**src/rtl/hold_gate_pkg.sv**
```systemverilog
package hold_gate_pkg;
  typedef struct packed {
    logic sclk;
    logic cs_n;
    logic hold_n;
    logic mosi;
  } pins_t;

  localparam int PINS_W = $bits(pins_t);
  localparam pins_t PINS_IDLE = '{sclk: 1'b0, cs_n: 1'b1, hold_n: 1'b1, mosi: 1'b0};
endpackage

```
**src/rtl/hold_gate_sync.sv**
```systemverilog
module hold_gate_sync #(
  parameter int STAGES = 2,
  parameter int W = 4,
  parameter logic [W-1:0] RST_VAL = '0
) (
  input  logic         clk,
  input  logic         rst,
  input  logic [W-1:0] d,
  output logic [W-1:0] q
);
  logic [W-1:0] chain [STAGES];

  genvar g;
  generate
    for (g = 0; g < STAGES; g++) begin : g_stage
      always_ff @(posedge clk) begin
        if (rst) chain[g] <= RST_VAL;
        else if (g == 0) chain[g] <= d;
        else chain[g] <= chain[(g > 0) ? g - 1 : 0];
      end
    end
  endgenerate

  assign q = chain[STAGES-1];
endmodule

```
**src/rtl/hold_gate_core.sv**
```systemverilog
module hold_gate_core
  import hold_gate_pkg::*;
(
  input  logic  clk,
  input  logic  rst,
  input  pins_t s,
  output logic  held,
  output logic  held_nxt,
  output logic  shift_stb,
  output logic  drive_stb,
  output logic  engine_rst
);
  logic sclk_q, cs_q;

  always_comb begin
    if (s.cs_n)       held_nxt = 1'b0;
    else if (!s.sclk) held_nxt = !s.hold_n;
    else              held_nxt = held;
  end

  assign shift_stb = s.sclk & ~sclk_q & ~s.cs_n & ~held_nxt;
  assign drive_stb = ~s.sclk & sclk_q & ~s.cs_n & ~held_nxt;

  always_ff @(posedge clk) begin
    if (rst) begin
      held       <= 1'b0;
      sclk_q     <= 1'b0;
      cs_q       <= 1'b1;
      engine_rst <= 1'b0;
    end else begin
      held       <= held_nxt;
      sclk_q     <= s.sclk;
      cs_q       <= s.cs_n;
      engine_rst <= held & s.cs_n & ~cs_q;
    end
  end

  a_r3_enter_on_low_clock: assert property (@(posedge clk) disable iff (rst)
    $rose(held) |-> $past(!s.sclk));
  a_r5_exit_on_low_clock: assert property (@(posedge clk) disable iff (rst)
    ($fell(held) && $past(!s.cs_n)) |-> $past(!s.sclk));
  a_r9_deselect_clears: assert property (@(posedge clk) disable iff (rst)
    s.cs_n |=> !held);
  a_r4_no_strobe_held: assert property (@(posedge clk) disable iff (rst)
    held && !s.cs_n && !($fell(s.sclk) && s.hold_n) |-> !shift_stb && !drive_stb);
  a_r7_single_pulse: assert property (@(posedge clk) disable iff (rst)
    engine_rst |=> !engine_rst);
endmodule

```
**src/rtl/hold_gate_track.sv**
```systemverilog
module hold_gate_track #(
  parameter int WORD_W = 8,
  localparam int POS_W = $clog2(WORD_W)
) (
  input  logic              clk,
  input  logic              rst,
  input  logic              clr,
  input  logic              adv,
  input  logic              din,
  output logic [POS_W-1:0]  pos,
  output logic [WORD_W-1:0] word,
  output logic              valid
);
  localparam logic [POS_W-1:0] LAST = POS_W'(WORD_W - 1);
  logic [WORD_W-1:0] shreg;

  always_ff @(posedge clk) begin
    if (rst) begin
      pos   <= '0;
      shreg <= '0;
      word  <= '0;
      valid <= 1'b0;
    end else begin
      valid <= 1'b0;
      if (clr) begin
        pos <= '0;
      end else if (adv) begin
        shreg <= {shreg[WORD_W-2:0], din};
        if (pos == LAST) begin
          pos   <= '0;
          word  <= {shreg[WORD_W-2:0], din};
          valid <= 1'b1;
        end else begin
          pos <= pos + 1'b1;
        end
      end
    end
  end

  a_r11_pos_in_range: assert property (@(posedge clk) disable iff (rst)
    pos <= LAST);
  a_r4_pos_frozen: assert property (@(posedge clk) disable iff (rst)
    (!adv && !clr) |=> $stable(pos));
  a_r8_clear_pos: assert property (@(posedge clk) disable iff (rst)
    clr |=> pos == '0);
endmodule

```
**src/rtl/spi_hold_gate.sv**
```systemverilog
module spi_hold_gate
  import hold_gate_pkg::*;
#(
  parameter int WORD_W = 8,
  parameter int SYNC_STAGES = 2,
  localparam int POS_W = $clog2(WORD_W)
) (
  input  logic              clk,
  input  logic              rst,
  input  logic              sclk,
  input  logic              cs_n,
  input  logic              hold_n,
  input  logic              mosi,
  input  logic              engine_sdo,
  input  logic              engine_oe,
  output logic              sdo,
  output logic              sdo_oe,
  output logic              hold_active,
  output logic              shift_stb,
  output logic              drive_stb,
  output logic              engine_rst,
  output logic [POS_W-1:0]  bit_pos,
  output logic [WORD_W-1:0] rx_word,
  output logic              word_valid
);
  pins_t raw, syn;
  logic  held_nxt;

  assign raw = '{sclk: sclk, cs_n: cs_n, hold_n: hold_n, mosi: mosi};

  hold_gate_sync #(.STAGES(SYNC_STAGES), .W(PINS_W), .RST_VAL(PINS_IDLE)) u_sync (
    .clk(clk), .rst(rst), .d(raw), .q(syn)
  );

  hold_gate_core u_core (
    .clk(clk), .rst(rst), .s(syn),
    .held(hold_active), .held_nxt(held_nxt),
    .shift_stb(shift_stb), .drive_stb(drive_stb), .engine_rst(engine_rst)
  );

  hold_gate_track #(.WORD_W(WORD_W)) u_track (
    .clk(clk), .rst(rst), .clr(syn.cs_n), .adv(shift_stb), .din(syn.mosi),
    .pos(bit_pos), .word(rx_word), .valid(word_valid)
  );

  always_ff @(posedge clk) begin
    if (rst) begin
      sdo    <= 1'b0;
      sdo_oe <= 1'b0;
    end else begin
      sdo    <= engine_sdo;
      sdo_oe <= ~syn.cs_n & ~held_nxt & engine_oe;
    end
  end

  a_r10_oe_off_in_hold: assert property (@(posedge clk) disable iff (rst)
    hold_active |-> !sdo_oe);
  a_r7_abort_clears_hold: assert property (@(posedge clk) disable iff (rst)
    engine_rst |-> !hold_active && bit_pos == '0);
endmodule

```
**config.mk**
```make
export PLATFORM = sky130hd
export DESIGN_NAME = spi_hold_gate
export DESIGN_NICKNAME = d
export VERILOG_FILES = /design/src/rtl/hold_gate_pkg.sv /design/src/rtl/hold_gate_sync.sv /design/src/rtl/hold_gate_core.sv /design/src/rtl/hold_gate_track.sv /design/src/rtl/spi_hold_gate.sv
export SDC_FILE = /design/constraint.sdc
export NUM_CORES = 1
export LEC_CHECK = 0
export BUFFER_PORTS_ARGS = -buffer_cell sky130_fd_sc_hd__buf_2
export CELL_PAD_IN_SITES_DETAIL_PLACEMENT = 0
export CELL_PAD_IN_SITES_GLOBAL_PLACEMENT = 1
export CORE_MARGIN = 2
export CORE_UTILIZATION = 30
export DETAILED_ROUTE_END_ITERATION = 12
export PLACE_DENSITY = 0.66
export RECOVER_POWER = 25
export SLEW_MARGIN = 20
export SYNTH_ARGS = -nofsm -noshare
export SYNTH_HDL_FRONTEND = slang
export SYNTH_SLANG_ARGS = --single-unit
```
**constraint.sdc**
```tcl
create_clock -name clk -period 3.1 [get_ports clk]
set_input_delay 0.31 -clock clk [delete_from_list [all_inputs] [get_ports clk]]
set_output_delay 0.31 -clock clk [all_outputs]
set_load 0.03 [all_outputs]
```
Word level (Yosys, flattened, before mapping) --
Memories as Yosys holds them, arrays and structs flattened. Cells that the tools add are included. Widths: inputs -> output; s select.
Word-level totals: output and inout bits 18, memories 1, register bits after elaboration 25, RAM bits 8
Cells by class: bitwise logic cells 18, eq/ne operators 1, reductions and logical operators 5, add/sub/neg operators 1, mux-type cells 9
Memories:
- u_sync.chain | words 2, width 4, read ports 2, clocked after memory_dff 0, write ports 2, RTL line hold_gate_sync.sv:11 | logic [W-1:0] chain [STAGES];
Operator list (count):
- $and 1x1->1 | 10
- $mux 4 | 2
- $mux 1 | 6
- $not 1->1 | 6
- $add 3x1->3 const B | 1
- $eq 3x3->1 const B | 1
- $mux 3 | 1
- $reduce_and 3->1 | 1
- $reduce_or 3->1 | 1
- $or 1x1->1 | 2
- $reduce_and 2->1 | 1
- $reduce_or 2->1 | 1
- $logic_not 1->1 | 1

Longest topological paths before layout --
Gate-level depths: netlist of the first run.
depth in word-level cells 7, depth in mapped cells 6, depth with buffers taken out 5

Modules after synthesis --
From an unflattened synthesis of the first run, not the netlist that was laid out.
Unflattened totals: cell total of the unflattened synthesis 110, area, all modules 1171.1 sq um
By module, submodules not included:
- hold_gate_track | cells an instance 76, seq. area each 380.4 sq um, area an instance 749.5 sq um, instances 1
- hold_gate_sync | cells an instance 16, seq. area each 160.2 sq um, area an instance 210.2 sq um, instances 1
- hold_gate_core | cells an instance 14, seq. area each 80.1 sq um, area an instance 150.1 sq um, instances 1
- spi_hold_gate | cells an instance 4, seq. area each 40.0 sq um, area an instance 61.3 sq um, instances 1

Least setup slack after synthesis of the first run --
OpenSTA, ideal clock, no wires.
path kind register to output, from memory u_sync.chain[1][1], to output port drive_stb, data required time 2790 ps, path buffers 0, stages on the path, launching flop included 3, arrival time 1401 ps, path slack 1389 ps, path through dfxtp_1 -> inv_1 -> nor4b_1
RTL lines:
- start: declaration | RTL line hold_gate_sync.sv:11
- end: declaration | RTL line spi_hold_gate.sv:20 | output logic drive_stb,

Worst setup path after layout of the first run --
from register u_core.held, to output port shift_stb
On the way: cells in the longest elaborated chain, start to end 4
RTL lines:
- start: declaration | RTL line hold_gate_core.sv:7 | output logic held,
- start signal: assignment | RTL line hold_gate_core.sv:31 | held <= held_nxt;
- $mux 1 | RTL line hold_gate_core.sv:17 | else if (!s.sclk) held_nxt = !s.hold_n;
- $mux 1 | RTL line hold_gate_core.sv:16 | if (s.cs_n) held_nxt = 1'b0;
- $not 1->1 | RTL line hold_gate_core.sv:21 | assign shift_stb = s.sclk & ~sclk_q & ~s.cs_n & ~held_nxt;
- $and 1x1->1 | RTL line hold_gate_core.sv:21
- end: declaration | RTL line spi_hold_gate.sv:19 | output logic shift_stb,
No other way between the ends.

==> run summary, run 1 <==
CTS Sinks: 33
Post-DP HPWL: 1380 um
htree depth: 2
# nets final: 153
Mapped Nets: 128
CTS tree: done
row count: 22
switching pwr: 0.159 mW
RSZ-0062 raised after global routing: false
wire length on met2: 1010 um
top-area cell type share of the netlist area: 58.3%
GR Util All Layers: 10.8%
via/cell ratio: 4.47
CTS Buf Count: 5
CTS Buffer Depth: 2
Clk Tree Root Cell: clkbuf_8
clk_lat worst skew: 0.28 ns
Tcrit/Tclk final: 68.6%
first-pass GRT wire length: 3370 um
pwr/cell area: 607 nW/um2
Crit path depth: 3
post-route ant nets: 0
post-cts gate resize count: 0
final wirelength: 2080 um
Critical Path Fanout Max: 21
combinational share of power: 2.5%
clk_skew: 0.00507 ns
HP Class: in -> reg
setup ws final: 0.974 ns
proportion of layout cells with a drive suffix above 1: 27.3%
DR pass1 iterations: 4
Post-CTS Hold Fix Bufs: 0
routed vias: 853
flops & latches, synth: 33
Worst Hold Path Cells: 2
drt wl/cell: 10.9 um
Buf/Inv on CP: 2
Avg Inst Size Synth: 9.61 um2
Fmax: 470 MHz
final setup violation count: 0
Synth area leader: dfxtp_1
DP Worst Slack: 1.27 ns
Crit path largest cell delay: 0.67 ns
P&R area growth vs syn: 20.8%
Post-route DRC: 0
most frequent cells in the layout: 33 x dfxtp_1, 24 x buf_2, 19 x nand2_1, 17 x a21oi_1
final hold viol count: 0
I/O Buffers: 25
Worst Setup Path Type: reg -> out
clock slew at reported path FFs: 0.07 ns
Cell variety after synth: 22
Slew Limit Fails: 0
M1 WL: 898 um
worst path cell trace: or4b_4, inv_2, buf_2
commonest non-fill, non-tap cell in the layout: dfxtp_1
Synth Instances: 118
Clock power frac: 45.5%
min cycle time layout: 2.13 ns
status: complete, no violations
Pint: 0.672 mW
Netlist Area Pre-Place: 1130 um2
Critical Path RT: 2.79 ns
Overflow after GRT: 0
Worst Tran Pin Value: 1.12 ns
P_leak: 0.558 nW
Flop pwr share: 52.1%
Initial Utilization: 31.2%
core area: 3630 um2
met3 wire length: 99 um
initial antenna violation count: 0
register area share after synthesis: 58.3%
number of global-route vias before repair: 767
Die X: 65.5 um
element type at the critical path start: flop
die span in y: 65.5 um
setup tns final: 0 ns
sw frac: 19.2%
antenna cells: 0
initial DRC count: 51
Ys Warns: 0
postcts setup bufs: 0
Peak VDD IR: 0.224 mV
largest cells by area after synthesis: dfxtp_1 58%, a21oi_1 7.5%, nand2_1 6.3%
Critical Path Slowest Stage Cell: or4b_4
die area: 4290 um2
routability-driven placement congestion ratio: 0.688
largest net degree at the start of global routing: 28
R2R cell count: 5
ports placed on the boundary: 26
CP arrival: 1.82 ns
Critical Path End Type: output port
slew margin rel.: 25.2%
Max Cap Violations: 0
top cell family by delay on the critical path: simple AND/OR/NAND/NOR gates
max layer used: met4
[final cells by class]
class,count,area (um2)
clock buffers,5,68.8
well taps,48,60.1
fillers,393,2260
flip-flops and latches,33,661
multi-input cells,74,405
clock inverters,2,35.0
inverters,4,15.0
repair buffers,25,124
[metrics by stage]
step | std cells | hold WS [ns] | total power [mW] | instance area (um2) | utilization [%]
global route | 191 | 0.203 | 0.866 | 1370 | 37.7
global placement | 184 | 0.391 | 0.463 | 1270 | 34.8
floorplan | 118 | 0.374 | 0.457 | 1130 | -
finish | 191 | 0.210 | 0.832 | 1370 | 37.7
CTS | 191 | 0.201 | 0.847 | 1370 | 37.7
detailed placement | 184 | 0.384 | 0.463 | 1270 | 34.8
[flip-flops by register name, indices dropped and copies added, names as in the netlist]
signal and cells:
sdo_oe 1, u_track.pos 3, u_sync.chain 8, u_core.engine_rst 1, u_core.cs_q 1, u_core.sclk_q 1, sdo 1, u_core.held 1
u_track.valid 1, u_track.shreg 7, u_track.word 8
[power groups by stage]
stage                     Clock (mW)  Combinational, mW  Sequential [mW]
final                          0.378             0.0204            0.433
after global placement             0             0.0205            0.442
after floorplan                    0             0.0130            0.444
after global routing           0.410             0.0226            0.433
after CTS                      0.393             0.0209            0.433
after detailed placement           0             0.0209            0.442
[cell usage after synthesis]
cell type / count
ha_1: 2
and3_1: 1
nor2b_1: 6
buf_8: 1
clkbuf_1: 4
o21ai_0: 8
nor4b_1: 1
mux2i_1: 1
or3_1: 1
nand3_1: 8
buf_6: 2
or4b_4: 1
or2_2: 4
nor2_1: 2
nand2_1: 19
inv_1: 3
dfxtp_1: 33
nor4bb_1: 1
a21oi_2: 1
inv_2: 1
a21oi_1: 17
nor3_2: 1
[final timing paths]
kind / startpoint / end / slack (ns)
hold / removal: cs_n / u_sync.chain[0][2] / 0.21
hold reg to reg: u_core.cs_q / u_core.engine_rst / 0.39
setup reg to reg: u_track.pos[0] / u_track.word[4] / 1.46
setup / recovery: u_core.held / shift_stb / 0.97
[per-layer routing]
layer  vias up  GRT usage, %
li1        442             -
met1       388          12.1
met2        16          16.5
met3         7          4.11
met4         0          8.59
met5         -             0
[cell families (layout without fill, tap and decap cells)]
group           count (synthesis)  count (layout)  share of synthesized area, %
simple gates                   45              45                          20.9
flops                          33              33                          58.3
compound gates                 26              26                          11.8
buf+inv                        11              36                          5.96
fa+ha+maj                       2               2                          2.21
mux                             1               1                         0.883
No activity file was read; power rests on OpenSTA's default activity.
==> run 2: changes to the inputs <==
==> constraint.sdc (replaced) <==
create_clock -name clk -period 2.1 [get_ports clk]
set_input_delay 0.21 -clock clk [delete_from_list [all_inputs] [get_ports clk]]
set_output_delay 0.21 -clock clk [all_outputs]
set_load 0.03 [all_outputs]
==> run 2 against run 1 <==
  * Total power is 53% higher
  * Largest cell class unchanged
  * First-iteration DRC count is 7.8% lower
  * Sequential share of layout area fell by 0.61 points
  * Critical path depth stayed put
  * Setup slack got worse by 0.85 ns
  * Sequential power rose by 48%
  * Via count grew 0.70%
  * Final cell count rose by 0.52%
==> run summary, run 2 (synthesis gave the netlist of run 1 again) <==
CTS Buf Count: 5 (unchanged)
RSZ-0062 raised after global routing: false (unchanged)
clock slew at reported path FFs: 0.07 ns (about the same)
htree depth: 2 (unchanged)
utilization after layout: 38.2% (was 37.7%)
GR Util All Layers: 11.0% (was 10.8%)
largest net degree at the start of global routing: 28 (unchanged)
setup tns final: 0 ns (unchanged)
Fmax: 506 MHz
core area: 3630 um2 (unchanged)
DR pass1 iterations: 4 (unchanged)
met3 wire length: 89 um (was 99 um)
post-cts gate resize count: 0 (unchanged)
Initial Utilization: 31.2% (unchanged)
top cell family by delay on the critical path: simple AND/OR/NAND/NOR gates (unchanged)
die span in y: 65.5 um (unchanged)
P&R area growth vs syn: 22.3% (was 20.8%)
Worst Setup Path Type: reg -> out (unchanged)
Post-DP HPWL: 1390 um (was 1380 um)
commonest non-fill, non-tap cell in the layout: dfxtp_1 (unchanged)
CTS Buffer Depth: 2 (unchanged)
number of global-route vias before repair: 787 (was 767)
clk_skew: 0.00501 ns (was 0.00507 ns)
Post-CTS Hold Fix Bufs: 0 (unchanged)
M1 WL: 843 um (was 898 um)
routed vias: 859 (was 853)
min cycle time layout: 1.98 ns
initial DRC count: 47 (was 51)
final wirelength: 2010 um (was 2080 um)
# nets final: 153 (unchanged)
max layer used: met4 (unchanged)
Tcrit/Tclk final: 94.1%
Buf/Inv on CP: 2 (unchanged)
ports placed on the boundary: 26 (unchanged)
initial antenna violation count: 0 (unchanged)
die area: 4290 um2 (unchanged)
antenna cells: 0 (unchanged)
CP arrival: 1.77 ns (was 1.82 ns)
postcts setup bufs: 0 (unchanged)
post-route ant nets: 0 (unchanged)
most frequent cells in the layout: 33 x dfxtp_1, 24 x buf_2, 19 x nand2_1, 17 x a21oi_1 (unchanged)
worst path cell trace: or4b_4, clkinv_2, buf_2 (was or4b_4, inv_2, buf_2)
clk_lat worst skew: 0.28 ns (about the same)
slew margin rel.: 27.5% (was 25.2%)
CTS Sinks: 33 (unchanged)
Crit path largest cell delay: 0.67 ns (about the same)
Critical Path Slowest Stage Cell: or4b_4 (unchanged)
wire length on met2: 1020 um (was 1010 um)
routability-driven placement congestion ratio: 0.684 (was 0.688)
element type at the critical path start: flop (unchanged)
Slew Limit Fails: 0 (unchanged)
HP Class: in -> reg (unchanged)
Clk Tree Root Cell: clkbuf_8 (unchanged)
Peak VDD IR: 0.356 mV (was 0.224 mV)
overall power: 1.28 mW (was 0.832 mW)
Critical Path RT: 1.89 ns (was 2.79 ns)
I/O Buffers: 25 (unchanged)
Worst Tran Pin Value: 1.09 ns (was 1.12 ns)
CTS tree: done (unchanged)
pwr/cell area: 920 nW/um2 (was 607 nW/um2)
Overflow after GRT: 0 (unchanged)
final hold viol count: 0 (unchanged)
final setup violation count: 0 (unchanged)
Top Registers: u_sync.chain x8, u_track.word x8, u_track.shreg x7 (unchanged)
row count: 22 (unchanged)
first-pass GRT wire length: 3430 um (was 3370 um)
Max Cap Violations: 0 (unchanged)
Critical Path Fanout Max: 21 (unchanged)
proportion of layout cells with a drive suffix above 1: 27.8% (was 27.3%)
Die X: 65.5 um (unchanged)
Critical Path End Type: output port (unchanged)
status: complete, no violations (unchanged)
via/cell ratio: 4.47 (about the same)
drt wl/cell: 10.5 um (was 10.9 um)
Filler cells: 394 (was 393)
Post-route DRC: 0 (unchanged)
P_leak: 0.560 nW (was 0.558 nW)
## run 2: metal layers
metal  vias to the layer above  global-route usage, %
met2                        14                   17.2
met4                         0                   7.81
li1                        439                      -
met5                         -                      0
met1                       400                   11.6
met3                         6                   5.14
## run 2: per-stage QoR
step / area (um2) / setup slack [ns] / instances / hold WS [ns]
6_report: 1390 / 0.125 / 192 / 0.109
5_1_grt: 1390 / 0.0251 / 192 / 0.0991
4_1_cts: 1390 / 0.0441 / 192 / 0.0968
3_5_place_dp: 1270 / 0.374 / 184 / 0.387
3_3_place_gp: 1270 / 0.381 / 184 / 0.391
2_1_floorplan: 1130 / 0.467 / 118 / 0.314
## run 2: worst paths after layout
path | start | to | slack, ns | cells past startpoint
hold / removal | hold_n | u_sync.chain[0][1] | 0.11 | 2
setup / recovery | u_core.held | shift_stb | 0.12 | 3
hold reg to reg | u_core.cs_q | u_core.engine_rst | 0.40 | 1
setup reg to reg | u_track.pos[0] | u_track.word[3] | 0.44 | 5
## run 2: final cells by class
class | count | area (um2) | share of cell area (%)
Sequential cell | 33 | 661 | 47.7
Multi-Input combinational cell | 74 | 405 | 29.2
Timing Repair Buffer | 25 | 124 | 8.94
Clock buffer | 6 | 82.6 | 5.96
Tap cell | 48 | 60.1 | 4.33
Clock inverter | 2 | 37.5 | 2.71
Inverter | 4 | 16.3 | 1.17
## run 2: where the power goes
part           leakage (nW)  switching [mW]  internal, mW  total [mW]
Clock                0.0574           0.222         0.385       0.607
Combinational         0.235          0.0176        0.0122      0.0298
Sequential            0.268         0.00350         0.635       0.639
==> run 3: changes to the inputs <==
--- a/config.mk
+++ b/config.mk
@@ -11,7 +11,7 @@
 export CORE_MARGIN = 2
 export CORE_UTILIZATION = 30
 export DETAILED_ROUTE_END_ITERATION = 12
-export PLACE_DENSITY = 0.66
+export PLACE_DENSITY = 0.72
 export RECOVER_POWER = 25
 export SLEW_MARGIN = 20
 export SYNTH_ARGS = -nofsm -noshare
==> run 3 against run 2 <==
  * Cell area decreased by 2.4%
  * Wire length increased by 2.6%
  * Final cell count fell by 0.52%
  * Critical path depth unchanged
  * Largest power group unchanged
  * Global-route usage down 0.11 points
  * Sequential power barely moved
==> run summary, run 3 (synthesis gave the netlist of run 1 again) <==
Critical Path Slowest Stage Cell: or4b_4 (unchanged)
Critical Path Fanout Max: 21 (unchanged)
post-route ant nets: 0 (unchanged)
element type at the critical path start: flop (unchanged)
clk_skew: 0.00428 ns (was 0.00501 ns)
Post-route DRC: 0 (unchanged)
clk_lat worst skew: 0.28 ns (about the same)
Crit path largest cell delay: 0.62 ns (was 0.67 ns)
slew margin rel.: 25.9% (was 27.5%)
die area: 4290 um2 (unchanged)
initial antenna violation count: 0 (unchanged)
routed vias: 857 (was 859)
routability-driven placement congestion ratio: 0.696 (was 0.684)
Flop pwr share: 56.2% (was 50.1%)
drt wl/cell: 10.8 um (was 10.5 um)
Peak VDD IR: 0.241 mV (was 0.356 mV)
Cell Area, Placed: 1270 um2 (unchanged)
sw frac: 20.2% (was 19.0%)
HP Class: in -> reg (unchanged)
# nets final: 153 (unchanged)
R2R cell count: 5 (unchanged)
combinational share of power: 2.7% (was 2.3%)
via/cell ratio: 4.49 (was 4.47)
CP arrival: 1.78 ns (was 1.77 ns)
largest net degree at the start of global routing: 28 (unchanged)
commonest non-fill, non-tap cell in the layout: dfxtp_1 (unchanged)
worst path cell trace: or4b_4, clkinv_2, buf_2 (unchanged)
ports placed on the boundary: 26 (unchanged)
setup ws final: 0.108 ns (was 0.125 ns)
Post-CTS Hold Fix Bufs: 0 (unchanged)
Initial Utilization: 31.2% (unchanged)
placed insts: 184 (unchanged)
Pint: 0.907 mW (was 1.03 mW)
first-pass GRT wire length: 3420 um (was 3430 um)
Slew Limit Fails: 0 (unchanged)
initial DRC count: 46 (was 47)
RSZ-0062 raised after global routing: false (unchanged)
Crit path depth: 3 (unchanged)
status: complete, no violations (unchanged)
Worst Setup Path Type: reg -> out (unchanged)
FF/Latch Area: 661 um2 (unchanged)
final setup violation count: 0 (unchanged)
Max Cap Violations: 0 (unchanged)
core area: 3630 um2 (unchanged)
Post-DP HPWL: 1400 um (was 1390 um)
Buf/Inv on CP: 2 (unchanged)
P_leak: 0.547 nW (was 0.560 nW)
Fmax: 502 MHz (was 506 MHz)
DP Worst Slack: 0.342 ns (was 0.374 ns)
area of the multi-input gates: 405 um2 (unchanged)
CTS Buffer Depth: 2 (unchanged)
post-route insts no fill: 191 (was 192)
Worst Tran Pin Value: 1.11 ns (was 1.09 ns)
number of global-route vias before repair: 820 (was 787)
Filler cells: 386 (was 394)
CTS Sinks: 33 (unchanged)
P&R area growth vs syn: 19.3% (was 22.3%)
most frequent cells in the layout: 33 x dfxtp_1, 24 x buf_2, 19 x nand2_1, 17 x a21oi_1 (unchanged)
Top Registers: u_sync.chain x8, u_track.word x8, u_track.shreg x7 (unchanged)
CTS tree: done (unchanged)
Die X: 65.5 um (unchanged)
min cycle time layout: 1.99 ns (was 1.98 ns)
final hold viol count: 0 (unchanged)
final instance area: 1350 um2 (was 1390 um2)
htree depth: 2 (unchanged)
DR pass1 iterations: 3 (was 4)
clock slew at reported path FFs: 0.06 ns (was 0.07 ns)
I/O Buffers: 25 (unchanged)
top cell family by delay on the critical path: simple AND/OR/NAND/NOR gates (unchanged)
row count: 22 (unchanged)
Critical Path RT: 1.89 ns (about the same)
pwr/cell area: 841 nW/um2 (was 920 nW/um2)
Critical Path End Type: output port (unchanged)
antenna cells: 0 (unchanged)
die span in y: 65.5 um (unchanged)
Clk Tree Root Cell: clkbuf_8 (unchanged)
Worst Hold Path Cells: 2 (unchanged)
Clock power frac: 41.1% (was 47.6%)
switching pwr: 0.230 mW (was 0.243 mW)
Overflow after GRT: 0 (unchanged)
Tcrit/Tclk final: 94.9% (was 94.1%)
GR Util All Layers: 10.9% (was 11.0%)
setup tns final: 0 ns (unchanged)
final wirelength: 2070 um (was 2010 um)
proportion of layout cells with a drive suffix above 1: 26.6% (was 27.8%)
CTS Buf Count: 5 (unchanged)
## run 3: cell types whose count changed in the layout (fill, tap and decap cells not counted), sizes merged
cell / change
clkinvlp: -1
bufinv: -1
clkbuf: +1
## run 3: routing by layer
layer,track usage (%),share of wire [%],up-vias
li1,-,-,442
met1,10.9,45,397
met2,18.1,48,16
met3,5.48,5.6,2
met4,6.25,1.3,0
met5,0,0,-
## run 3: repair_timing
action | in CTS | in global routing
setup endpoints to repair | 0 | 1
gates resized for setup | 0 | 1
buffers inserted | 0 | 0
## run 3: layout make-up
class | instances | area share [%]
multi-input cells | 74 | 30.0
flip-flops and latches | 33 | 48.8
repair buffers | 25 | 9.16
inverters | 4 | 1.20
clock buffers | 7 | 6.38
well taps | 48 | 4.44
## run 3: power by group through the flow
stage / Clock (mW) / Sequential, mW / Combinational, mW
after floorplan: 0 / 0.655 / 0.0192
after global routing: 0.510 / 0.640 / 0.0334
after global placement: 0 / 0.653 / 0.0302
after CTS: 0.480 / 0.640 / 0.0312
final: 0.468 / 0.639 / 0.0303
after detailed placement: 0 / 0.654 / 0.0312
## run 3: path summary, 6_finish.rpt
kind | startpoint | endpoint | slack, ns
max | u_sync.chain[1][3] | shift_stb | 0.11
min | hold_n | u_sync.chain[0][1] | 0.11
max reg2reg | u_track.pos[0] | u_track.word[5] | 0.48
min reg2reg | u_core.cs_q | u_core.engine_rst | 0.40
## run 3: metrics by stage
stage	util (%)	total power [mW]	hold WS (ns)
final	37.2	1.14	0.110
after global routing	37.2	1.18	0.0947
after CTS	37.2	1.15	0.100
after detailed placement	34.8	0.685	0.394
after global placement	34.8	0.683	0.392
after floorplan	-	0.674	0.314
